--- src/rtl/eprom_pulse_timer.sv ---
module eprom_pulse_timer #(
    parameter int PW_MIN = 45,
    parameter int PW_MAX = 55
) (
    input  logic clk,
    input  logic rst_n,
    input  logic ce,
    input  logic oe,
    input  logic vpp_hi,
    output logic wr_en,
    output logic pulse_err
);

    localparam int CNT_W = $clog2(PW_MAX + 2);
    localparam logic [CNT_W-1:0] MIN_C  = CNT_W'(PW_MIN);
    localparam logic [CNT_W-1:0] MAX_C  = CNT_W'(PW_MAX);
    localparam logic [CNT_W-1:0] OVER_C = CNT_W'(PW_MAX + 1);

    typedef struct packed {
        logic             in_pulse;
        logic [CNT_W-1:0] cnt;
        logic             err;
    } timer_st_t;

    timer_st_t st_d, st_q;

    logic prog_lvl;
    logic clean_end;
    logic in_win;

    assign prog_lvl  = vpp_hi && oe && ce;
    assign clean_end = vpp_hi && oe && !ce;
    assign in_win    = (st_q.cnt >= MIN_C) && (st_q.cnt <= MAX_C);

    always_comb begin
        st_d  = st_q;
        wr_en = 1'b0;
        if (!st_q.in_pulse) begin
            if (prog_lvl) begin
                st_d.in_pulse = 1'b1;
                st_d.cnt      = CNT_W'(1);
            end
        end else if (prog_lvl) begin
            if (st_q.cnt != OVER_C) st_d.cnt = st_q.cnt + CNT_W'(1);
            if (st_q.cnt == MAX_C)  st_d.err = 1'b1;
        end else begin
            st_d.in_pulse = 1'b0;
            st_d.cnt      = '0;
            if (clean_end && in_win) wr_en    = 1'b1;
            else                     st_d.err = 1'b1;
        end
    end

    always_ff @(posedge clk) begin
        if (!rst_n) st_q <= '0;
        else        st_q <= st_d;
    end

    assign pulse_err = st_q.err;

    p_err_sticky_r11: assert property (@(posedge clk) disable iff (!rst_n)
        pulse_err |=> pulse_err);

    p_write_on_fall_r5: assert property (@(posedge clk) disable iff (!rst_n)
        wr_en |-> (!ce && $past(ce)));

    p_err_from_pulse_r8: assert property (@(posedge clk) disable iff (!rst_n)
        $rose(pulse_err) |-> $past(st_q.in_pulse));

endmodule

--- config.mk ---
export PLATFORM = sky130hd
export DESIGN_NAME = eprom_pulse_timer
export DESIGN_NICKNAME = d
export VERILOG_FILES = /design/src/rtl/eprom_pulse_timer.sv
export SDC_FILE = /design/constraint.sdc
export NUM_CORES = 1
export LEC_CHECK = 0
export BUFFER_PORTS_ARGS = -buffer_cell sky130_fd_sc_hd__buf_2
export CORE_UTILIZATION = 29
export CTS_CLUSTER_DIAMETER = 150
export CTS_CLUSTER_SIZE = 20
export DETAILED_ROUTE_END_ITERATION = 8
export GPL_ROUTABILITY_DRIVEN = 0
export PLACE_DENSITY_LB_ADDON = 0.05
export SKIP_CTS_REPAIR_TIMING = 1
export SLEW_MARGIN = 20
export SYNTH_ARGS = -nofsm -noshare
export SYNTH_HDL_FRONTEND = slang
export SYNTH_SLANG_ARGS = --single-unit
--- constraint.sdc ---
create_clock -name clk -period 1.9 [get_ports clk]
set_input_delay 0.19 -clock clk [delete_from_list [all_inputs] [get_ports clk]]
set_output_delay 0.19 -clock clk [all_outputs]
set_load 0.01 [all_outputs]
==> flow_summary.rst <==
.. list-table::
   :header-rows: 1

   * - Metric
     - Value
   * - Fraction of layout cells with a size suffix above 1
     - 17.39%
   * - Class of the most critical setup path
     - reg2out
   * - Net count, final
     - 80
   * - WHS Path Cells
     - 3
   * - Count of antenna diodes in the layout
     - 0
   * - Area fraction in compound gates after synthesis
     - 22.56%
   * - # fillers
     - 160
   * - Max frequency
     - 572.8 MHz
   * - Max-slew violation count
     - 0
   * - Yosys warnings
     - 0
   * - Xor-xnor portion of the synthesized cell area
     - 0%
   * - Buffers added on ports
     - 6
   * - TritonCTS buffer count
     - 3
   * - H-Tree Level Count
     - 1
   * - X dimension of the die
     - between 40 and 50 um
   * - Unrepaired setup endpoints after global routing
     - false
   * - Clock slew at reported path FFs
     - roughly 0.060 ns
   * - Seq cells post-synth
     - 8
   * - Switching power share of the total
     - a little under a quarter
   * - Headroom to the max-slew limit
     - between 70 and 80%
   * - Kind of path behind the tightest hold check
     - in2reg
   * - Static leakage power
     - between 0.2 and 0.25 nW
   * - Share of synthesized cell area in full adder, half adder and majority cells
     - 10.03%
   * - Vias per cell
     - 5.341
   * - Pwr/cell area
     - 580.7 nW/um^2
   * - Endpoint required time on the critical path
     - 1.71 ns
   * - Switching power
     - ~0.000076 W
   * - CTS tree
     - done
   * - Number of antenna violations at the first check in global routing
     - 0
   * - Maximum number of pins on one net before global-route repair
     - 12
   * - Detailed-router iteration count before antenna repair
     - 6
   * - Die Y
     - roughly 43 um
   * - Util after Layout
     - 36.44%
   * - Relative contribution of the clock network to total power
     - 39.8%
   * - Placement Rows
     - 14
   * - # clock sinks
     - 8
   * - Post-layout instance area
     - 568.0 um^2
   * - Synth-to-layout area growth
     - 13.78%
   * - Tmin final
     - roughly 1.7 ns
   * - Total wire length
     - 1053 um
   * - Max clock buf depth
     - 2
   * - Cell count after synthesis
     - 61
   * - Mapped cell area
     - 499.2 um^2
   * - Post-route fraction of the period consumed by the critical path
     - 91.89%
   * - Core outline area
     - 1559 um^2
   * - Vias in the first global route
     - ~410
   * - Post-synthesis area per instance
     - just over 8 um^2
   * - Failing checks
     - design-rule violations
   * - Cell variety after synth
     - 25
   * - Global-route wire length before repair
     - about 1800 um
   * - Number of violations of the max-capacitance limit
     - 0
   * - Global route overflow
     - 0
   * - Status
     - finished with violations
   * - Drt initial violations
     - 10
   * - Internal power
     - 0.0002535 W
   * - Antenna-violating nets left
     - 0
   * - Crit Path Max Fanout
     - 6
   * - Logic gate share of total power
     - 7.6%
   * - Endpoints failing hold
     - 0
   * - Largest family of logic cells by synthesized area
     - simple AND/OR/NAND/NOR gates
   * - Leading cell types in the layout, fill and taps excluded
     - 8 x sky130_fd_sc_hd__nand2_1, 8 x sky130_fd_sc_hd__dfxtp_1, 6 x sky130_fd_sc_hd__buf_2
   * - Number of cells on the worst reg-to-reg path
     - 6
   * - Sequential power share
     - 52.6%
   * - Nets in the synthesized netlist
     - 70
   * - Starting density of the core
     - 32.02%
   * - Data arrival time of the critical path
     - approximately 1.6 ns
   * - Die Footprint
     - 1891 um^2
   * - Worst clock skew
     - around 0.0032 ns
   * - Clk_lat worst skew
     - 0.25 ns
   * - Cell accounting for the most synthesized area
     - sky130_fd_sc_hd__dfxtp_1
   * - Overall via count from detail_route
     - 454
   * - Instance area at placement
     - 545.5 um^2
   * - Share of synthesized area spent on multiplexers
     - 0%
   * - Kind of end point of the critical path
     - primary output
   * - Average detailed-routed wire length per instance
     - 12.39 um
   * - Most area-consuming cells after synthesis
     - sky130_fd_sc_hd__dfxtp_1 32%, sky130_fd_sc_hd__ha_1 10%, sky130_fd_sc_hd__nand2_1 6.0%, sky130_fd_sc_hd__a21boi_0 4.5%, sky130_fd_sc_hd__o21ai_0 4.0%
   * - CTS root buf
     - sky130_fd_sc_hd__clkbuf_4
   * - Startpoint kind of the worst setup timing path
     - register
   * - Total setup violations reported at the end of the flow
     - 0
   * - HPWL after DPL
     - 754.4 um
   * - Share of synthesized area occupied by flip-flops and latches
     - 32.08%
   * - Number of remaining DRC errors
     - 2
   * - Transition time of the tightest slew-check pin
     - 0.4304 ns
   * - Simple-gate share of the synthesized area
     - between 30% and 40%
   * - Total Negative Setup Slacks
     - 0 ns
   * - Worst IR drop on VDD
     - between 0.2 and 0.25 mV
   * - Yosys top cell area share
     - 32.08%
   * - GRT Resource Usage Total
     - 13.20%
   * - Ports placed on the boundary
     - 7
-- logic make-up (layout without fill, tap and decap cells) --
logic type	after synthesis	in the layout
adders and majority gates	4	4
AOI/OAI and AO/OA	17	17
and+or+nand+nor	29	29
DFF	8	8
buffers and inverters	3	11
-- synthesized netlist by cell type, drive strengths merged --
cell     number
o32ai         2
ha            4
and2          3
dfxtp         8
nor2          4
nand3b        1
or4b          1
nand4         1
and3          2
nand2b        3
o2bb2ai       1
o21ai         4
a21boi        4
o31ai         1
a31oi         1
a21oi         3
nand2         8
inv           2
nand4b        2
o21a          1
clkbuf        1
nand3         3
nor3          1
-- area by class of cell --
cell class              instances  area [um^2]  area share, %
multi-input cells              50        327.8          57.71
clock buffers                   3        22.52          3.965
inverters                       2        7.507          1.322
well taps                      16        20.02          3.524
flip-flops and latches          8        160.2          28.19
repair buffers                  6        30.03          5.286
-- worst max-delay path, cell delays in order, from the launching register on --
cell                       delay [ns]
sky130_fd_sc_hd__dfxtp_1         0.40
sky130_fd_sc_hd__inv_1           0.09
sky130_fd_sc_hd__ha_1            0.19
sky130_fd_sc_hd__nand2b_1        0.08
sky130_fd_sc_hd__nand4b_1        0.09
sky130_fd_sc_hd__a21oi_1         0.18
sky130_fd_sc_hd__and2_2          0.15
sky130_fd_sc_hd__buf_2           0.12
-- layer usage --
metal  part of all wire, %  wire length [um]  up-vias  track usage (%)
li1                      -                 -      237                -
met1                    50               526      203            17.51
met2                    42               438       10            17.88
met3                   4.7                49        4            2.917
met4                   3.7                39        0            11.25
met5                     0                 0        -                0
-- through the flow --
step,cells,setup slack [ns],power (W),hold slack (ns)
2_1_floorplan,61,0.4672,0.0001917,0.3524
6_report,85,0.1540,0.0003299,0.2855
3_5_place_dp,82,0.3609,0.0002020,0.4386
3_3_place_gp,82,0.3803,0.0002028,0.4452
5_1_grt,85,0.04090,0.0003446,0.3022
4_1_cts,85,0.1358,0.0003382,0.2762
-- power groups by stage --
stage | clock network [W] | logic (W) | registers (W)
after floorplan | 0 | 0.0000150 | 0.000177
after global placement | 0 | 0.0000257 | 0.000177
after detailed placement | 0 | 0.0000249 | 0.000177
after CTS | 0.000140 | 0.0000252 | 0.000173
after global routing | 0.000142 | 0.0000287 | 0.000174
final | 0.000131 | 0.0000251 | 0.000173
-- flip-flops by register name (all words and copies together) (netlist names) --
signal     count
st_q           7
pulse_err      1
-- path summary, 6_finish.rpt --
check                               start        end  slack (ns)
worst max-delay path              st_q[1]      wr_en        0.15
worst min-delay path                rst_n  pulse_err        0.29
worst max register to register    st_q[1]    st_q[3]        0.37
worst min register to register  pulse_err  pulse_err        0.45
Power figures use the tool's default switching activity.
